===== config.mk =====
export PLATFORM = sky130hd
export DESIGN_NAME = wadp_width_adapter
export DESIGN_NICKNAME = d
export VERILOG_FILES = /design/src/rtl/wadp_pkg.sv /design/src/rtl/wadp_resize.sv /design/src/rtl/wadp_replicate.sv /design/src/rtl/wadp_out_reg.sv /design/src/rtl/wadp_width_adapter.sv
export SDC_FILE = /design/constraint.sdc
export NUM_CORES = 1
export LEC_CHECK = 0
export BUFFER_PORTS_ARGS = -buffer_cell sky130_fd_sc_hd__buf_2
export CAP_MARGIN = 10
export CORE_MARGIN = 3
export CORE_UTILIZATION = 30
export CTS_BUF_LIST = sky130_fd_sc_hd__clkbuf_4 sky130_fd_sc_hd__clkbuf_8
export DETAILED_ROUTE_END_ITERATION = 12
export SETUP_SLACK_MARGIN = 0.1
export SYNTH_ARGS = -nofsm -noshare
export SYNTH_HDL_FRONTEND = slang
export SYNTH_SLANG_ARGS = --single-unit

===== constraint.sdc =====
create_clock -name clk -period 3.4 [get_ports clk]
set_input_delay 0.85 -clock clk [delete_from_list [all_inputs] [get_ports clk]]
set_output_delay 0.85 -clock clk [all_outputs]
set_load 0.02 [all_outputs]

===== src/rtl/wadp_pkg.sv =====
// Package: shared size codes and widths for the data width adapter.
// Assumes a 32-bit write bus made of 8-bit lanes.
package wadp_pkg;
    localparam int BUS_W  = 32;
    localparam int BYTE_W = 8;
    localparam int LANES  = BUS_W / BYTE_W;

    typedef enum logic [1:0] {
        SZ_BYTE = 2'b00,
        SZ_HALF = 2'b01,
        SZ_WORD = 2'b10,
        SZ_RSVD = 2'b11
    } size_e;

    // Mask keeping the bits that an item of the given size occupies.
    function automatic logic [BUS_W-1:0] size_mask(input size_e sz);
        case (sz)
            SZ_BYTE: size_mask = {{(BUS_W-8){1'b0}}, 8'hFF};
            SZ_HALF: size_mask = {{(BUS_W-16){1'b0}}, 16'hFFFF};
            SZ_WORD: size_mask = {BUS_W{1'b1}};
            default: size_mask = '0;
        endcase
    endfunction
endpackage


===== src/rtl/wadp_resize.sv =====
// Module: wadp_resize
// Zero-extends or truncates a right-aligned read item to the destination size.
// Assumes the item is right-aligned in rd_data. A reserved code yields zero.
module wadp_resize
    import wadp_pkg::*;
#(
    parameter int W = BUS_W
) (
    input  logic [W-1:0] rd_data,
    input  size_e        src_sz,
    input  size_e        dst_sz,
    output logic [W-1:0] item,
    output logic         rsvd
);
    logic [W-1:0] src_keep;
    logic [W-1:0] dst_keep;

    // Flag any reserved size code on either side.
    always_comb begin
        rsvd = (src_sz == SZ_RSVD) || (dst_sz == SZ_RSVD);
    end

    // Masks: the source mask zero-extends, the destination mask truncates.
    always_comb begin
        src_keep = size_mask(src_sz);
        dst_keep = size_mask(dst_sz);
    end

    // Apply both masks, and force zero on a reserved code.
    always_comb begin
        if (rsvd) item = '0;
        else      item = rd_data & src_keep & dst_keep;
    end
endmodule


===== src/rtl/wadp_replicate.sv =====
// Module: wadp_replicate
// Copies a sized item into every byte lane of the write bus.
// Assumes the item is already masked to the destination size.
module wadp_replicate
    import wadp_pkg::*;
#(
    parameter int NL = LANES,
    parameter int BW = BYTE_W
) (
    input  logic [NL*BW-1:0] item,
    input  size_e            dst_sz,
    output logic [NL*BW-1:0] bus
);
    localparam int HALF_LANES = 2;

    for (genvar g = 0; g < NL; g++) begin : g_lane
        localparam int HIDX = g % HALF_LANES;
        // Select the source byte for lane g according to the destination size.
        always_comb begin
            case (dst_sz)
                SZ_BYTE: bus[g*BW +: BW] = item[0 +: BW];
                SZ_HALF: bus[g*BW +: BW] = item[HIDX*BW +: BW];
                default: bus[g*BW +: BW] = item[g*BW +: BW];
            endcase
        end
    end
endmodule


===== src/rtl/wadp_out_reg.sv =====
// Module: wadp_out_reg
// Holds the write data and size for one cycle, between the read capture and the write issue.
// Assumes a synchronous, active-low reset.
module wadp_out_reg #(
    parameter int W  = 32,
    parameter int SW = 2
) (
    input  logic          clk,
    input  logic          rst_n,
    input  logic [W-1:0]  d_data,
    input  logic [SW-1:0] d_size,
    output logic [W-1:0]  q_data,
    output logic [SW-1:0] q_size
);
    // Capture every cycle; clear on reset.
    always_ff @(posedge clk) begin
        if (!rst_n) begin
            q_data <= '0;
            q_size <= '0;
        end else begin
            q_data <= d_data;
            q_size <= d_size;
        end
    end
endmodule


===== src/rtl/wadp_width_adapter.sv =====
// Module: wadp_width_adapter (top)
// Resizes one read item to the destination size, duplicates it across lanes,
// and registers the result for the write phase.
// Assumes inputs are stable around the rising edge. Address bits do not select lanes.
module wadp_width_adapter
    import wadp_pkg::*;
(
    input  logic             clk,
    input  logic             rst_n,
    input  logic [BUS_W-1:0] rd_data,
    input  logic [1:0]       src_size,
    input  logic [1:0]       dst_size,
    input  logic [1:0]       dst_addr_lo,
    output logic [BUS_W-1:0] wr_data,
    output logic [1:0]       wr_size
);
    size_e            src_e;
    size_e            dst_e;
    logic [BUS_W-1:0] item;
    logic [BUS_W-1:0] bus;
    logic             rsvd;
    logic [1:0]       addr_unused;

    // Decode the raw size inputs into the shared type.
    always_comb begin
        src_e = size_e'(src_size);
        dst_e = size_e'(dst_size);
    end

    // The address is accepted but not used, because every lane gets the data.
    assign addr_unused = dst_addr_lo;

    wadp_resize #(.W(BUS_W)) resize_i (
        .rd_data (rd_data),
        .src_sz  (src_e),
        .dst_sz  (dst_e),
        .item    (item),
        .rsvd    (rsvd)
    );

    wadp_replicate #(.NL(LANES), .BW(BYTE_W)) repl_i (
        .item   (item),
        .dst_sz (dst_e),
        .bus    (bus)
    );

    wadp_out_reg #(.W(BUS_W), .SW(2)) oreg_i (
        .clk    (clk),
        .rst_n  (rst_n),
        .d_data (bus),
        .d_size (dst_size),
        .q_data (wr_data),
        .q_size (wr_size)
    );


    size_follow_chk: assert property (@(posedge clk) disable iff (!rst_n)
        $past(rst_n) |-> wr_size == $past(dst_size));


    byte_lanes_chk: assert property (@(posedge clk) disable iff (!rst_n)
        wr_size == 2'b00 |-> (wr_data[31:24] == wr_data[7:0]) &&
                             (wr_data[23:16] == wr_data[7:0]) &&
                             (wr_data[15:8]  == wr_data[7:0]));


    half_lanes_chk: assert property (@(posedge clk) disable iff (!rst_n)
        wr_size == 2'b01 |-> wr_data[31:16] == wr_data[15:0]);


    rsvd_zero_chk: assert property (@(posedge clk) disable iff (!rst_n)
        ($past(rst_n) && ($past(src_size) == 2'b11 || $past(dst_size) == 2'b11))
        |-> wr_data == '0);


    zero_ext_chk: assert property (@(posedge clk) disable iff (!rst_n)
        ($past(rst_n) && $past(src_size) == 2'b00 &&
         ($past(dst_size) == 2'b01 || $past(dst_size) == 2'b10))
        |-> wr_data[15:8] == 8'h00);


    low_byte_chk: assert property (@(posedge clk) disable iff (!rst_n)
        ($past(rst_n) && $past(src_size) != 2'b11 && $past(dst_size) != 2'b11)
        |-> wr_data[7:0] == $past(rd_data[7:0]));
endmodule


==> flow_summary_export.csv, run 1 <==
group,metric,value,unit
yosys,synth_seq_cells,34,
finish,synthToLayoutAreaGrowth,36.0,%
die,die_width,73.2,um
die,core-area,4170,um^2
die,die_h,73.2,um
drt,drc,0,
drt,routed_via_density,4.78,
finish,layout-drive-gt1-share,45.5,%
clocking,clkSinkCount,34,
power_and_ir_drop,worst_ir_drop_vdd,0.000160,V
yosys,synth_edf_count,0,
clocking,cts_buffer_depth,2,
power_and_ir_drop,power_density,460,nW/um^2
finish,multi_input_gate_area_in_the_final_layout,618,um^2
yosys,syn-cell-area,1350,um^2
yosys,postSynth.asyncResetShare,0,%
yosys,seq_total_area_yosys,50.3,%
yosys,top_area_cell_type_share_of_the_netlist_area,50.3,%
timing,hold_viol,0,
yosys,yosysTopAreaCell,"sky130_fd_sc_hd__dfxtp_1",
drt,routed_wire_length_per_instance,14.1,um
finish,insertedDiodeCount,0,
place,portBuffers,71,
drt,postRouteWirelength,3540,um
finish,fin_cells,250,
timing,worstMarginPinSlew,0.815,ns
place,gpl.final_weighted_congestion,0.721,
clocking,cts_htree_levels,2,
clocking,post_cts_buffers,0,
timing,worst_slew_margin_rel,45.4,%
clocking,clk_root_buffer_cell,"sky130_fd_sc_hd__clkbuf_8",
worst_setup_path,top_fanout_value_on_the_critical_path,16,
clocking,tritoncts,"yes",
grt,number_of_antenna_violations_at_the_first_check_in_global_routing,0,
timing,report.final.slew_viol_count,0,
yosys,synth.lib_cells_used.distinct,22,
yosys,dominantRegCellSynth,"sky130_fd_sc_hd__dfxtp_1",
status,outcome,"finished clean",
finish,sequential_cell_area,681,um^2
grt,global_route_usage_over_all_layers,13.9,%
yosys,post_synth_main_area_contributors,"sky130_fd_sc_hd__dfxtp_1 (50%), sky130_fd_sc_hd__ha_1 (6.5%), sky130_fd_sc_hd__nand3_1 (5.9%)",
clocking,clk_transition_reported_paths,0.07,ns
drt,drt_iter0_markers,59,
grt,grt_first_pass_wirelength,5510,um
clocking,numCtsBuffers,5,
drt,final_antenna_violating_net_count,0,
die,initial_core_util,32.4,%
timing,setup_total_negative_slack,0,ns
place,numPlacedInstances,242,
yosys,post_synth_inst_count,125,
clocking,count_of_instances_resized_after_the_clock_tree_is_built,0,
finish,layout.nets,246,
worst_setup_path,timing.critical_path.required,3.60,ns
worst_setup_path,timing.critical_path.from_type,"input port",
drt,vias,1195,
yosys,yosys_warnings,0,
power_and_ir_drop,cellLeakagePower,0.893,nW
grt,grt_overflow_total,0,
grt,first_global_vias,1188,
drt,detailed_router_iteration_count_before_antenna_repair,4,
worst_setup_path,worstPathArrival,2.41,ns
yosys,post_synth.cell_area_avg,10.8,um^2
worst_setup_path,worstSetupPathType,"in2reg",
place,detailed_place_hpwl,2660,um
die,std_cell_rows,23,
worst_hold_path,hold_path.class,"in2reg",
finish,num-fill-cells,414,
grt,pin_count_of_the_biggest_net_entering_global_routing,19,
timing,finalWorstPathRequiredPeriod,2.21,ns
clocking,cts-hold-fix-buffers,0,
timing,number_of_failing_setup_endpoints_in_the_final_timing_report,0,
die,floorplan.io_pins,74,
yosys,synth.net_count,172,
run,maxcap_viol_count,0,
die,fp.dieArea,5350,um^2
worst_setup_path,endpoint_class_of_the_critical_path,"flop",
timing,max_clock_freq,0.453,GHz
timing,setup_repair_after_global_routing_missed_its_margin,"false",
timing,period_share,64.9,%
==> layout by cell type (no fill, tap or decap) <==
master	netlist	final
sky130_fd_sc_hd__a21oi_1	8	8
sky130_fd_sc_hd__a22o_1	6	6
sky130_fd_sc_hd__a22o_2	2	2
sky130_fd_sc_hd__a31oi_1	8	8
sky130_fd_sc_hd__and2_1	8	8
sky130_fd_sc_hd__and4bb_2	1	1
sky130_fd_sc_hd__buf_2	2	71
sky130_fd_sc_hd__buf_4	0	2
sky130_fd_sc_hd__clkbuf_4	0	1
sky130_fd_sc_hd__clkbuf_8	0	6
sky130_fd_sc_hd__clkinv_1	1	1
sky130_fd_sc_hd__clkinv_2	0	1
sky130_fd_sc_hd__dfxtp_1	34	34
sky130_fd_sc_hd__ha_1	7	7
sky130_fd_sc_hd__inv_1	3	3
sky130_fd_sc_hd__nand2_1	8	8
sky130_fd_sc_hd__nand3_1	16	16
sky130_fd_sc_hd__nand3b_1	8	8
sky130_fd_sc_hd__nand4b_4	1	1
sky130_fd_sc_hd__nor2_1	2	2
sky130_fd_sc_hd__nor2_2	1	1
sky130_fd_sc_hd__nor2b_4	1	1
sky130_fd_sc_hd__nor4_2	1	1
sky130_fd_sc_hd__nor4b_4	3	3
==> state kept, by name, indices dropped and copies added, names as in the netlist <==
| signal | cells |
|---|---|
| oreg_i.q_size | 2 |
| oreg_i.q_data | 32 |
==> logic make-up after synthesis <==
| group | synth area share, % |
|---|---|
| DFF | 50.3 |
| adders and majority gates | 6.47 |
| buffers and inverters | 4.07 |
| AOI/OAI and AO/OA | 12.0 |
| and+or+nand+nor | 27.2 |
==> synthesized netlist by cell type (2+ instances only) <==
master and number:
sky130_fd_sc_hd__clkbuf_1 2, sky130_fd_sc_hd__a21oi_1 8, sky130_fd_sc_hd__a22o_2 2, sky130_fd_sc_hd__nor2_1 2, sky130_fd_sc_hd__and2_1 8, sky130_fd_sc_hd__buf_6 2, sky130_fd_sc_hd__nand3_1 16, sky130_fd_sc_hd__a31oi_1 8
sky130_fd_sc_hd__dfxtp_1 34, sky130_fd_sc_hd__nand2_1 8, sky130_fd_sc_hd__nand3b_1 8, sky130_fd_sc_hd__a22o_1 6, sky130_fd_sc_hd__inv_1 3, sky130_fd_sc_hd__buf_2 2, sky130_fd_sc_hd__ha_1 7, sky130_fd_sc_hd__nor4b_4 3
==> layer usage <==
metal / track usage, % / part of all wire, %
met5: 0 / 0
met4: 5.53 / 1.5
met1: 15.8 / 40
met3: 5.51 / 11
met2: 23.1 / 47
==> through the flow <==
stage	area, um^2	utilization [%]	hold slack, ns	power, mW	setup WS, ns
finish	1840	44.1	0.770	0.847	1.19
global route	1840	44.1	0.774	0.884	1.03
CTS	1840	44.1	0.765	0.857	1.18
detailed placement	1750	41.9	1.07	0.547	0.878
global placement	1750	41.9	1.07	0.546	0.884
floorplan	1350	-	0.972	0.496	1.33
==> power breakdown <==
part / internal (mW) / leakage, nW / switching (mW)
Sequential: 0.413 / 0.277 / 0.00299
Clock: 0.171 / 0.0517 / 0.140
Combinational: 0.0494 / 0.565 / 0.0710
Total: 0.634 / 0.893 / 0.214
==> worst max-delay path: stages <==
cell and delay (ns):
sky130_fd_sc_hd__buf_2 0.12, sky130_fd_sc_hd__ha_1 0.31, sky130_fd_sc_hd__nor4b_4 0.79, sky130_fd_sc_hd__nand3_1 0.16
sky130_fd_sc_hd__a31oi_1 0.18
==> area by class of cell <==
class | instances | area share, %
Sequential cell | 34 | 37.0
Multi-Input combinational cell | 81 | 33.6
Timing Repair Buffer | 73 | 20.1
Clock buffer | 7 | 4.89
Tap cell | 50 | 3.40
Inverter | 4 | 0.815
Clock inverter | 1 | 0.272
==> path summary, 6_finish.rpt <==
check / from / end / slack, ns / depth (start not counted)
min: rd_data[23] / oreg_i.q_data[23]$_SDFF_PN0_ / 0.77 / 2
max: dst_size[0] / oreg_i.q_data[25]$_SDFF_PN0_ / 1.19 / 5
No activity file was read; power rests on OpenSTA's default activity.
==> run 2: changes to the inputs <==
==> constraint.sdc (replaced) <==
create_clock -name clk -period 2.1 [get_ports clk]
set_input_delay 0.525 -clock clk [delete_from_list [all_inputs] [get_ports clk]]
set_output_delay 0.525 -clock clk [all_outputs]
set_load 0.02 [all_outputs]
==> run 2 against run 1 <==
Sequential cell count stayed put; cell count is 2.4% higher; critical path type unchanged; first-iteration DRC count is 5.1% higher; power is 62% higher; sequential share of layout area is 0.88 points lower; non-clock buffer count is 6 higher; worst hold slack worse by 0.32 ns; largest power group unchanged; sequential power is 62% higher; global-route usage is 0.93 points lower; via count stayed put; cell area is 2.4% higher.
==> flow_summary_export.csv, run 2 (same netlist as run 1, synthesis figures left out) <==
group,metric,value,unit
worst_hold_path,hold_path.class,"in2reg",
finish,final_util,45.2,%
drt,drc,0,
status,outcome,"finished clean",
power_and_ir_drop,switching_share,24.4,%
grt,grt_first_pass_wirelength,5180,um
power_and_ir_drop,total_power,1.37,mW
drt,detailed_router_iteration_count_before_antenna_repair,4,
power_and_ir_drop,cellLeakagePower,0.924,nW
timing,setup_repair_after_global_routing_missed_its_margin,"false",
timing,finalWorstPathRequiredPeriod,1.59,ns
clocking,numCtsBuffers,5,
finish,layout.cells.most_common,"sky130_fd_sc_hd__buf_2",
clocking,clk_root_buffer_cell,"sky130_fd_sc_hd__clkbuf_8",
die,initial_core_util,32.4,%
timing,setup_total_negative_slack,0,ns
power_and_ir_drop,pwr-share-seq,49.2,%
timing,hold_viol,0,
finish,reg_top3,"oreg_i.q_data: 32 flops, oreg_i.q_size: 2 flops",
die,die_h,73.2,um
worst_setup_path,top_fanout_value_on_the_critical_path,8,
timing,number_of_failing_setup_endpoints_in_the_final_timing_report,0,
drt,drt_iter0_markers,62,
place,numPlacedInstances,248,
die,std_cell_rows,23,
die,floorplan.io_pins,74,
finish,insertedDiodeCount,0,
finish,fin_cells,256,
place,detailed_place_hpwl,2700,um
grt,grt_overflow_total,0,
clocking,clkSinkCount,34,
drt,routed_via_density,4.67,
grt,global_route_usage_over_all_layers,13.0,%
timing,max_clock_freq,0.630,GHz
worst_setup_path,worstPathArrival,1.82,ns
grt,first_global_vias,1083,
place,gpl.final_weighted_congestion,0.673,
die,fp.dieArea,5350,um^2
power_and_ir_drop,power_report.internal_total,1.03,mW
clocking,cts-hold-fix-buffers,0,
power_and_ir_drop,worst_ir_drop_vdd,0.000223,V
power_and_ir_drop,p_clk_share,35.9,%
power_and_ir_drop,share_comb_of_total_power,14.9,%
worst_setup_path,timing.critical_path.required,2.33,ns
timing,report.final.slew_viol_count,0,
finish,layout-drive-gt1-share,47.1,%
drt,postRouteWirelength,3460,um
die,core-area,4170,um^2
clocking,post_cts_buffers,0,
power_and_ir_drop,power_density,725,nW/um^2
finish,top_register,"oreg_i.q_data",
finish,most-common-layout-cells,"sky130_fd_sc_hd__buf_2 (71), sky130_fd_sc_hd__dfxtp_1 (34), sky130_fd_sc_hd__nand3_1 (16)",
grt,number_of_antenna_violations_at_the_first_check_in_global_routing,0,
timing,period_share,75.6,%
timing,worstMarginPinSlew,0.466,ns
grt,pin_count_of_the_biggest_net_entering_global_routing,19,
run,maxcap_viol_count,0,
clocking,clk_transition_reported_paths,0.06,ns
clocking,count_of_instances_resized_after_the_clock_tree_is_built,0,
clocking,tritoncts,"yes",
worst_setup_path,worstSetupPathType,"in2reg",
finish,layout.nets,252,
drt,routed_wire_length_per_instance,13.5,um
clocking,cts_htree_levels,2,
place,portBuffers,71,
finish,synthToLayoutAreaGrowth,39.4,%
drt,final_antenna_violating_net_count,0,
finish,largest_register_ff_count,32,
worst_setup_path,timing.critical_path.from_type,"input port",
timing,worst_slew_margin_rel,68.8,%
power_and_ir_drop,switchingPower,334,uW
drt,vias,1195,
die,die_width,73.2,um
worst_setup_path,endpoint_class_of_the_critical_path,"flop",
clocking,cts_buffer_depth,2,
-- run 2: cell types whose count changed in the layout (fill, tap and decap cells not counted), sizes merged --
cell,delta
buf,+6
-- run 2: cell type report --
class / instances / area, um^2
Fill cell: 418 / 2290
Sequential cell: 34 / 681
Multi-Input combinational cell: 81 / 618
Timing Repair Buffer: 79 / 415
Clock buffer: 7 / 90.1
Tap cell: 50 / 62.6
Inverter: 4 / 15.0
Clock inverter: 1 / 5.00
-- run 2: final timing paths --
kind | slack (ns) | to | start | cells after the start
max | 0.51 | oreg_i.q_data[19]$_SDFF_PN0_ | dst_size[0] | 5
min | 0.45 | oreg_i.q_data[23]$_SDFF_PN0_ | rd_data[23] | 2
-- run 2: critical path, cell delays in order --
cell and delay (ns):
sky130_fd_sc_hd__buf_2 0.12, sky130_fd_sc_hd__ha_1 0.31, sky130_fd_sc_hd__nor4b_4 0.35, sky130_fd_sc_hd__nor2b_4 0.33, sky130_fd_sc_hd__a22o_2 0.19
-- run 2: routing by layer --
layer	vias to the layer above	track usage, %	part of all wire, %
met2	48	21.2	47
met3	5	5.10	11
li1	604	-	-
met4	0	4.30	1.2
met1	538	15.5	42
met5	-	0	0
-- run 2: power by group through the flow --
stage          sequential [mW]  combinational [mW]  clock [mW]
2_1_floorplan            0.721              0.0824           0
3_3_place_gp             0.689               0.204           0
3_5_place_dp             0.688               0.206           0
4_1_cts                  0.674               0.207       0.503
5_1_grt                  0.675               0.223       0.525
6_report                 0.674               0.204       0.491
-- run 2: stage by stage --
stage / worst slack [ns] / instance area [um^2] / hold slack (ns)
2_1_floorplan: 0.355 / 1350 / 0.647
3_3_place_gp: 0.232 / 1790 / 0.742
3_5_place_dp: 0.214 / 1790 / 0.743
4_1_cts: 0.503 / 1890 / 0.450
5_1_grt: 0.409 / 1890 / 0.455
6_report: 0.512 / 1890 / 0.454
